==> src/rtl/cw_seq_pkg.sv <==
// Shared encodings for the control-word command sequencer.
// Assumes an 8-bit register offset space and 32-bit fetch groups.
package cw_seq_pkg;

    typedef enum logic [1:0] {
        OP_FETCH32 = 2'd0,
        OP_STORE8  = 2'd1,
        OP_STORE32 = 2'd2,
        OP_BAD     = 2'd3
    } cw_op_e;

    typedef enum logic [1:0] {
        BUS_START = 2'd0,
        BUS_WRITE = 2'd1,
        BUS_READ  = 2'd2,
        BUS_STOP  = 2'd3
    } bus_kind_e;

    typedef enum logic [1:0] {
        ERR_NONE    = 2'd0,
        ERR_REFUSED = 2'd1,
        ERR_NACK    = 2'd2,
        ERR_STATUS  = 2'd3
    } cw_err_e;

    typedef enum logic [3:0] {
        ST_IDLE, ST_START, ST_SEND, ST_STOP, ST_START2,
        ST_CMD2, ST_RSTART, ST_RECV, ST_FIN_STOP, ST_ABORT
    } seq_state_e;

    localparam logic [7:0] CMD_BLOCK   = 8'hC2;
    localparam logic [7:0] STATUS_GOOD = 8'h01;
    localparam int         RSP_BYTES   = 6;

    // Command byte for an operation: block framing bits plus op code.
    function automatic logic [7:0] cmd_byte(input cw_op_e op);
        case (op)
            OP_STORE8:  return CMD_BLOCK | 8'h04;
            OP_STORE32: return CMD_BLOCK | 8'h0C;
            default:    return CMD_BLOCK;
        endcase
    endfunction

endpackage

==> src/rtl/cw_frame_mux.sv <==
// Frame byte selector: yields the byte at position idx of the command
// frame for the latched request, and the index of the frame's last byte.
// Assumes the request fields are held stable for the whole transfer.
module cw_frame_mux
    import cw_seq_pkg::*;
#(
    parameter int DATA_W = 32
) (
    input  cw_op_e              op,
    input  logic [7:0]          addr,
    input  logic [DATA_W-1:0]   wdata,
    input  logic [3:0]          idx,
    output logic [7:0]          byte_o,
    output logic [3:0]          last_idx
);
    localparam int NB = DATA_W / 8;

    logic [7:0] count;

    // Count field: header bytes after the count, plus the payload.
    always_comb begin
        case (op)
            OP_STORE8:  count = 8'd5;
            OP_STORE32: count = 8'(4 + NB);
            default:    count = 8'd4;
        endcase
        last_idx = 4'(count + 8'd1);
    end

    // Byte select; the store payload is sent most-significant byte first.
    always_comb begin
        byte_o = 8'h00;
        if (idx == 4'd0)
            byte_o = cmd_byte(op);
        else if (idx == 4'd1)
            byte_o = count;
        else if (idx == 4'd5)
            byte_o = addr;
        else if (idx >= 4'd6) begin
            if (op == OP_STORE8)
                byte_o = wdata[7:0];
            else
                byte_o = wdata[8*(NB-1-(int'(idx)-6)) +: 8];
        end
    end
endmodule

==> src/rtl/cw_rsp_collect.sv <==
// Response collector: captures the status byte and shifts data bytes in
// so the first data byte ends in the top byte of the word.
// Assumes capture indices 0..5 arrive in order within one fetch.
module cw_rsp_collect
    import cw_seq_pkg::*;
#(
    parameter int DATA_W = 32
) (
    input  logic              clk,
    input  logic              rst_n,
    input  logic              clear,
    input  logic              cap,
    input  logic [3:0]        idx,
    input  logic [7:0]        rbyte,
    output logic [7:0]        status,
    output logic [DATA_W-1:0] data
);
    // Capture status and data bytes of the response.
    always_ff @(posedge clk) begin
        if (!rst_n || clear) begin
            status <= 8'h00;
            data   <= '0;
        end else if (cap) begin
            if (idx == 4'd1)
                status <= rbyte;
            else if (idx >= 4'd2)
                data <= {data[DATA_W-9:0], rbyte};
        end
    end

    AST_CAP_IN_RANGE: assert property (@(posedge clk) disable iff (!rst_n)
        cap |-> idx < 4'(RSP_BYTES));
endmodule

==> src/rtl/cw_cmd_seq.sv <==
// Control-word command sequencer top. Accepts one request at a time,
// refuses mis-addressed stores, drives a byte-level bus master through
// the frames and reports a result with a one-cycle done pulse.
// Assumes the master answers each m_req with exactly one m_ack or m_nack.
module cw_cmd_seq
    import cw_seq_pkg::*;
#(
    parameter logic [6:0] DEV_ADDR = 7'h58,
    parameter logic [7:0] FIRST_CW = 8'h08,
    parameter logic [7:0] LAST_CW  = 8'h1E
) (
    input  logic        clk,
    input  logic        rst_n,
    input  logic        req_valid,
    input  logic [1:0]  req_op,
    input  logic [7:0]  req_addr,
    input  logic [31:0] req_wdata,
    output logic        busy,
    output logic        done,
    output logic        rsp_ok,
    output logic [1:0]  rsp_err,
    output logic [31:0] rsp_rdata,
    output logic        m_req,
    output logic [1:0]  m_kind,
    output logic [7:0]  m_wbyte,
    output logic        m_rd_dir,
    output logic        m_last,
    input  logic        m_ack,
    input  logic        m_nack,
    input  logic [7:0]  m_rbyte
);
    localparam int DATA_W = 32;

    seq_state_e        state_q;
    cw_op_e            op_q;
    logic [7:0]        addr_q;
    logic [DATA_W-1:0] wdata_q;
    logic [3:0]        idx_q;
    logic [7:0]        frame_byte;
    logic [3:0]        last_idx;
    logic [7:0]        rsp_status;
    logic [DATA_W-1:0] rsp_data;
    bus_kind_e         kind;
    logic              refuse, is_store, step, abort;
    cw_op_e            req_op_e;

    assign req_op_e = cw_op_e'(req_op);

    // Decide whether a new request must be refused before touching the bus.
    always_comb begin
        is_store = (req_op_e == OP_STORE8) || (req_op_e == OP_STORE32);
        refuse   = (req_op_e == OP_BAD)
                || (is_store && (req_addr < FIRST_CW || req_addr > LAST_CW))
                || (req_op_e == OP_STORE32 && req_addr[1:0] != 2'b00);
    end

    cw_frame_mux #(.DATA_W(DATA_W)) u_frame (
        .op(op_q), .addr(addr_q), .wdata(wdata_q), .idx(idx_q),
        .byte_o(frame_byte), .last_idx(last_idx)
    );

    cw_rsp_collect #(.DATA_W(DATA_W)) u_rsp (
        .clk(clk), .rst_n(rst_n), .clear(state_q == ST_IDLE),
        .cap(state_q == ST_RECV && m_ack), .idx(idx_q), .rbyte(m_rbyte),
        .status(rsp_status), .data(rsp_data)
    );

    // Map the sequencer state to the bus op it requests.
    always_comb begin
        case (state_q)
            ST_START, ST_START2, ST_RSTART: kind = BUS_START;
            ST_SEND, ST_CMD2:               kind = BUS_WRITE;
            ST_RECV:                        kind = BUS_READ;
            default:                        kind = BUS_STOP;
        endcase
    end

    assign busy     = (state_q != ST_IDLE);
    assign m_req    = busy;
    assign m_kind   = kind;
    assign m_rd_dir = (state_q == ST_RSTART);
    assign m_last   = (state_q == ST_RECV) && (idx_q == 4'(RSP_BYTES - 1));
    assign m_wbyte  = (kind == BUS_START) ? {DEV_ADDR, m_rd_dir} : frame_byte;
    assign abort    = m_nack && (kind != BUS_STOP);
    assign step     = m_ack || (m_nack && kind == BUS_STOP);

    // Main sequencer: request intake, frame stepping and result delivery.
    always_ff @(posedge clk) begin
        if (!rst_n) begin
            state_q   <= ST_IDLE;
            op_q      <= OP_FETCH32;
            addr_q    <= 8'h00;
            wdata_q   <= '0;
            idx_q     <= 4'd0;
            done      <= 1'b0;
            rsp_ok    <= 1'b0;
            rsp_err   <= ERR_NONE;
            rsp_rdata <= '0;
        end else begin
            done <= 1'b0;
            if (state_q == ST_IDLE) begin
                if (req_valid && refuse) begin
                    done      <= 1'b1;
                    rsp_ok    <= 1'b0;
                    rsp_err   <= ERR_REFUSED;
                    rsp_rdata <= '0;
                end else if (req_valid) begin
                    op_q    <= req_op_e;
                    addr_q  <= req_addr;
                    wdata_q <= req_wdata;
                    idx_q   <= 4'd0;
                    state_q <= ST_START;
                end
            end else if (abort) begin
                state_q <= ST_ABORT;
            end else if (step) begin
                case (state_q)
                    ST_START:  begin idx_q <= 4'd0; state_q <= ST_SEND; end
                    ST_SEND:   if (idx_q == last_idx) state_q <= ST_STOP;
                               else idx_q <= idx_q + 4'd1;
                    ST_STOP:   if (op_q == OP_FETCH32) state_q <= ST_START2;
                               else begin
                                   state_q   <= ST_IDLE;
                                   done      <= 1'b1;
                                   rsp_ok    <= 1'b1;
                                   rsp_err   <= ERR_NONE;
                                   rsp_rdata <= '0;
                               end
                    ST_START2: begin idx_q <= 4'd0; state_q <= ST_CMD2; end
                    ST_CMD2:   state_q <= ST_RSTART;
                    ST_RSTART: begin idx_q <= 4'd0; state_q <= ST_RECV; end
                    ST_RECV:   if (idx_q == 4'(RSP_BYTES - 1)) state_q <= ST_FIN_STOP;
                               else idx_q <= idx_q + 4'd1;
                    ST_FIN_STOP: begin
                        state_q   <= ST_IDLE;
                        done      <= 1'b1;
                        rsp_ok    <= (rsp_status == STATUS_GOOD);
                        rsp_err   <= (rsp_status == STATUS_GOOD) ? ERR_NONE : ERR_STATUS;
                        rsp_rdata <= rsp_data;
                    end
                    ST_ABORT: begin
                        state_q   <= ST_IDLE;
                        done      <= 1'b1;
                        rsp_ok    <= 1'b0;
                        rsp_err   <= ERR_NACK;
                        rsp_rdata <= '0;
                    end
                    default: state_q <= ST_IDLE;
                endcase
            end
        end
    end

    AST_REQ_HOLD: assert property (@(posedge clk) disable iff (!rst_n)
        (m_req && !m_ack && !m_nack) |=> (m_req && $stable(m_kind) && $stable(m_wbyte)));
    AST_REFUSE_QUIET: assert property (@(posedge clk) disable iff (!rst_n)
        (!busy && req_valid && refuse) |=> (!m_req && done && rsp_err == ERR_REFUSED));
    AST_NACK_STOP: assert property (@(posedge clk) disable iff (!rst_n)
        (m_req && m_nack && m_kind != BUS_STOP) |=> (m_req && m_kind == BUS_STOP));
    AST_CMD_FIRST: assert property (@(posedge clk) disable iff (!rst_n)
        (m_req && m_kind == BUS_WRITE && idx_q == 4'd0) |-> (m_wbyte[7:6] == 2'b11 && m_wbyte[1]));
    AST_DONE_IDLE: assert property (@(posedge clk) disable iff (!rst_n)
        done |-> !busy);
    AST_OK_CLEAN: assert property (@(posedge clk) disable iff (!rst_n)
        (done && rsp_ok) |-> rsp_err == ERR_NONE);
endmodule

==> config.mk <==
export PLATFORM = sky130hd
export DESIGN_NAME = cw_cmd_seq
export DESIGN_NICKNAME = d
export VERILOG_FILES = /design/src/rtl/cw_seq_pkg.sv /design/src/rtl/cw_frame_mux.sv /design/src/rtl/cw_rsp_collect.sv /design/src/rtl/cw_cmd_seq.sv
export SDC_FILE = /design/constraint.sdc
export NUM_CORES = 1
export LEC_CHECK = 0
export BUFFER_PORTS_ARGS = -buffer_cell sky130_fd_sc_hd__buf_2
export CORE_MARGIN = 2
export CORE_UTILIZATION = 60
export DETAILED_ROUTE_END_ITERATION = 10
export GPL_ROUTABILITY_DRIVEN = 1
export PLACE_DENSITY = 0.93
export SYNTH_ARGS = -nofsm -noshare
export SYNTH_HDL_FRONTEND = slang
export SYNTH_SLANG_ARGS = --single-unit
==> constraint.sdc <==
create_clock -name clk -period 8.3 [get_ports clk]
set_input_delay 1.66 -clock clk [delete_from_list [all_inputs] [get_ports clk]]
set_output_delay 1.66 -clock clk [all_outputs]
set_load 0.01 [all_outputs]
==> impl_metrics.py <==
metrics = {
    "global_routing": {
        "track_usage": 0.313,
        "antenna_found_initial": 1,
        "grt-ovfl-total": 0,
        "grt_first_pass_wirelength_um": 25700,
        "grt_pass1_vias": 5291,
        "grt_start_max_net_pins": 81,
    },
    "synthesis": {
        "ys_ff_latch": 126,
        "yosysUniqueCellTypes": 63,
        "netlist_top_cells_area": "dfxtp_1, mux2i_1, a21oi_1",
        "synth.yosys.warnings": 0,
        "synth.top_cell.area_share": 0.430,
        "synth_area_per_cell_um2": 8.58,
        "yosysSeqAreaShare": 0.430,
        "synth_top_area_cell": "dfxtp_1",
        "synth_edf_count": 0,
        "syn_inst": 684,
        "ys.flop_type": "dfxtp_1",
        "synthArstFlopShare": 0,
        "syn_nets": 751,
        "mappedNetlistArea_um2": 5870,
    },
    "sta": {
        "fin_skew_ns": 0.0117,
        "fmaxAchievable_mhz": 201,
        "finalSetupTns_ns": 0,
        "fin_crit_sh": 0.598,
        "maxSlewViolCount": 0,
        "fin_crit_ns": 4.96,
        "rsz0062_at_grt": "false",
        "hold_viol": 0,
        "slew-limit-headroom": 0.133,
        "timing.hold.ws_ns": 0.460,
        "tightest_slew_ns": 1.30,
        "setup_ws_ns": 3.34,
        "finalSetupViolCount": 0,
    },
    "drt": {
        "wire_per_inst_um": 17.6,
        "wl_met3_um": 1230,
        "drt-initial-drc-count": 632,
        "vias": 5584,
        "via_per_inst": 6.18,
        "drc": 0,
        "ant_nets": 0,
        "top_layer": "met5",
        "routed-wl-met2_um": 7810,
        "wl_um": 16000,
        "wirelength_met1_um": 6420,
        "dr.pass1.iters": 6,
    },
    "clock_tree": {
        "htree_levels": 4,
        "ctsHoldBuffers": 0,
        "cts_setup_buffers": 0,
        "post_cts_resized": 0,
        "cts_buffer_depth": 2,
        "clkSinkCount": 126,
        "cts-root-buf": "clkbuf_8",
        "cts-buffers-inserted": 17,
        "tritoncts": "yes",
        "clock_latency_ns": 0.53,
        "clkTransAtPathRegs_ns": 0.06,
    },
    "finish": {
        "final_util": 0.719,
        "final_cell_area_um2": 6930,
        "fin_nets": 825,
        "diodes": 0,
        "layout-area-overhead-vs-synth_pct": 18.2,
        "drive_gt1_frac": 0.202,
    },
    "run_status": {
        "status": "completed",
    },
    "pwr": {
        "clkPwrFrac": 0.390,
        "ir_drop_v": 0.000179,
        "cellPowerDensity_nw_per_um2": 269,
        "combPwrFrac": 0.244,
        "switching_share": 0.334,
        "p_leak_nw": 3.01,
        "p_sw_mw": 0.625,
        "power_frac_seq": 0.365,
        "internal_power_mw": 1.24,
    },
    "worst_setup_path": {
        "critPathMaxStageDelay_ns": 0.83,
        "cp.arrival_ns": 3.30,
        "cp_slowest_cell": "dfxtp_1",
        "cp_cell_sequence": "ha_1 > inv_1 > ha_1 > nand2b_1 > o21bai_1 > a22o_1 > a22o_1 > a221o_1 > buf_2",
        "setup.worst_path.class": "flip-flop to output port",
        "startpoint_type": "flip-flop",
        "rr_worst_depth": 6,
        "end_kind": "output port",
        "cp_max_fo": 18,
        "required_ns": 6.64,
    },
    "placed_design": {
        "hpwlAfterDp_um": 10700,
        "pre_cts_ws_ns": 3.99,
        "gp_congestion": 0.916,
        "placed_area_um2": 6350,
        "port_buffers": 104,
    },
    "die": {
        "core_um2": 9640,
        "start_util": 0.609,
        "die_h_um": 103,
        "die-area_um2": 10600,
        "die_w_um": 103,
        "io_pins": 105,
        "std_cell_rows": 36,
    },
    "run": {
        "max_cap_violations": 0,
    },
    "hold_path": {
        "hold_class": "flip-flop to flip-flop",
        "hold_depth": 2,
    },
}
-- through the flow --
| step | power, mW | instances |
|---|---|---|
| global route | 1.94 | 904 |
| detailed placement | 1.14 | 872 |
| CTS | 1.86 | 904 |
| finish | 1.87 | 904 |
| floorplan | 1.04 | 684 |
| global placement | 1.12 | 872 |
-- logic make-up after synthesis --
kind of cell    after synthesis  share of synthesized area
flops                       126                      0.430
fa+ha+maj                    12                     0.0256
mux                          61                      0.107
buf+inv                      71                     0.0556
compound gates              184                      0.197
xor+xnor                      1                    0.00149
simple gates                229                      0.184
-- synthesized netlist by cell type, types with 2 or more instances --
| cell | instances |
|---|---|
| ha_1 | 12 |
| nor3b_1 | 3 |
| a211oi_1 | 3 |
| nor3_1 | 8 |
| nand2b_1 | 7 |
| buf_2 | 13 |
| nand2_1 | 81 |
| nor4_1 | 2 |
| nor2b_1 | 3 |
| a21oi_1 | 79 |
| o21a_1 | 2 |
| o2bb2ai_1 | 4 |
| a22oi_1 | 6 |
| clkbuf_1 | 33 |
| a21o_1 | 8 |
| dfxtp_1 | 126 |
| nand3b_1 | 2 |
| nand3_1 | 8 |
| and3b_1 | 3 |
| o21ai_0 | 44 |
| o22ai_1 | 3 |
| buf_6 | 5 |
| o221ai_1 | 4 |
| a22o_1 | 6 |
| mux2_2 | 2 |
| mux2i_1 | 58 |
| o31a_1 | 3 |
| a2111oi_0 | 2 |
| and3_1 | 2 |
| clkbuf_2 | 2 |
| nand4_1 | 33 |
| inv_2 | 2 |
| nor2_1 | 69 |
| o211ai_1 | 3 |
| inv_1 | 15 |
-- final cells by class --
| type | instances | area (um^2) |
|---|---|---|
| multi-input combinational | 487 | 3040 |
| fill | 703 | 2710 |
| sequential | 126 | 2520 |
| timing repair buffer | 109 | 558 |
| clock buffer | 20 | 455 |
| tap | 133 | 166 |
| clock inverter | 12 | 133 |
| inverter | 17 | 63.8 |
-- registers in the layout, indices dropped and copies added (netlist names) --
signal,count
rsp_rdata,32
u_rsp.data,32
wdata_q,32
addr_q,8
u_rsp.status,8
idx_q,4
state_q,4
op_q,2
rsp_err,2
done,1
rsp_ok,1
-- layer usage --
layer  up-vias  global-route usage
li1       2604                   -
met1      2629               0.389
met2       297               0.517
met3        52              0.0854
met4         2               0.123
met5         -                   0
-- worst paths after layout --
path	endpoint	start	slack (ns)
min	u_rsp.data[25]$_SDFFE_PP0P_	u_rsp.data[25]$_SDFFE_PP0P_	0.46
max	m_wbyte[7]	idx_q[1]$_SDFFE_PN0P_	3.34
min reg2reg	u_rsp.data[25]$_SDFFE_PP0P_	u_rsp.data[25]$_SDFFE_PP0P_	0.46
max reg2reg	u_rsp.data[13]$_SDFFE_PP0P_	idx_q[1]$_SDFFE_PN0P_	5.06
-- layout by cell type, fill, tap and decap left out, drive strengths merged, types with 6 or more instances in the layout --
cell type | synthesis | final
a21o | 8 | 8
a21oi | 79 | 79
a22o | 6 | 6
a22oi | 6 | 6
buf | 19 | 109
clkbuf | 35 | 20
dfxtp | 126 | 126
ha | 12 | 12
inv | 17 | 20
mux2i | 58 | 58
nand2 | 82 | 82
nand2b | 7 | 7
nand3 | 8 | 8
nand4 | 33 | 33
nor2 | 69 | 69
nor3 | 9 | 9
o21ai | 45 | 45
-- critical path: cells and delay by family (launching register included) --
family,cells,cell delay (ns)
DFF,1,0.83
adders and majority gates,2,0.63
buffers and inverters,2,0.23
AOI/OAI and AO/OA,4,0.93
and+or+nand+nor,1,0.17
-- power groups by stage --
stage / combinational [mW] / clock (mW) / sequential, mW
2_1_floorplan: 0.370 / 0 / 0.668
3_3_place_gp: 0.429 / 0 / 0.690
3_5_place_dp: 0.447 / 0 / 0.693
4_1_cts: 0.449 / 0.729 / 0.680
5_1_grt: 0.496 / 0.760 / 0.686
6_report: 0.456 / 0.729 / 0.682
(Power assumes the default switching activity.)
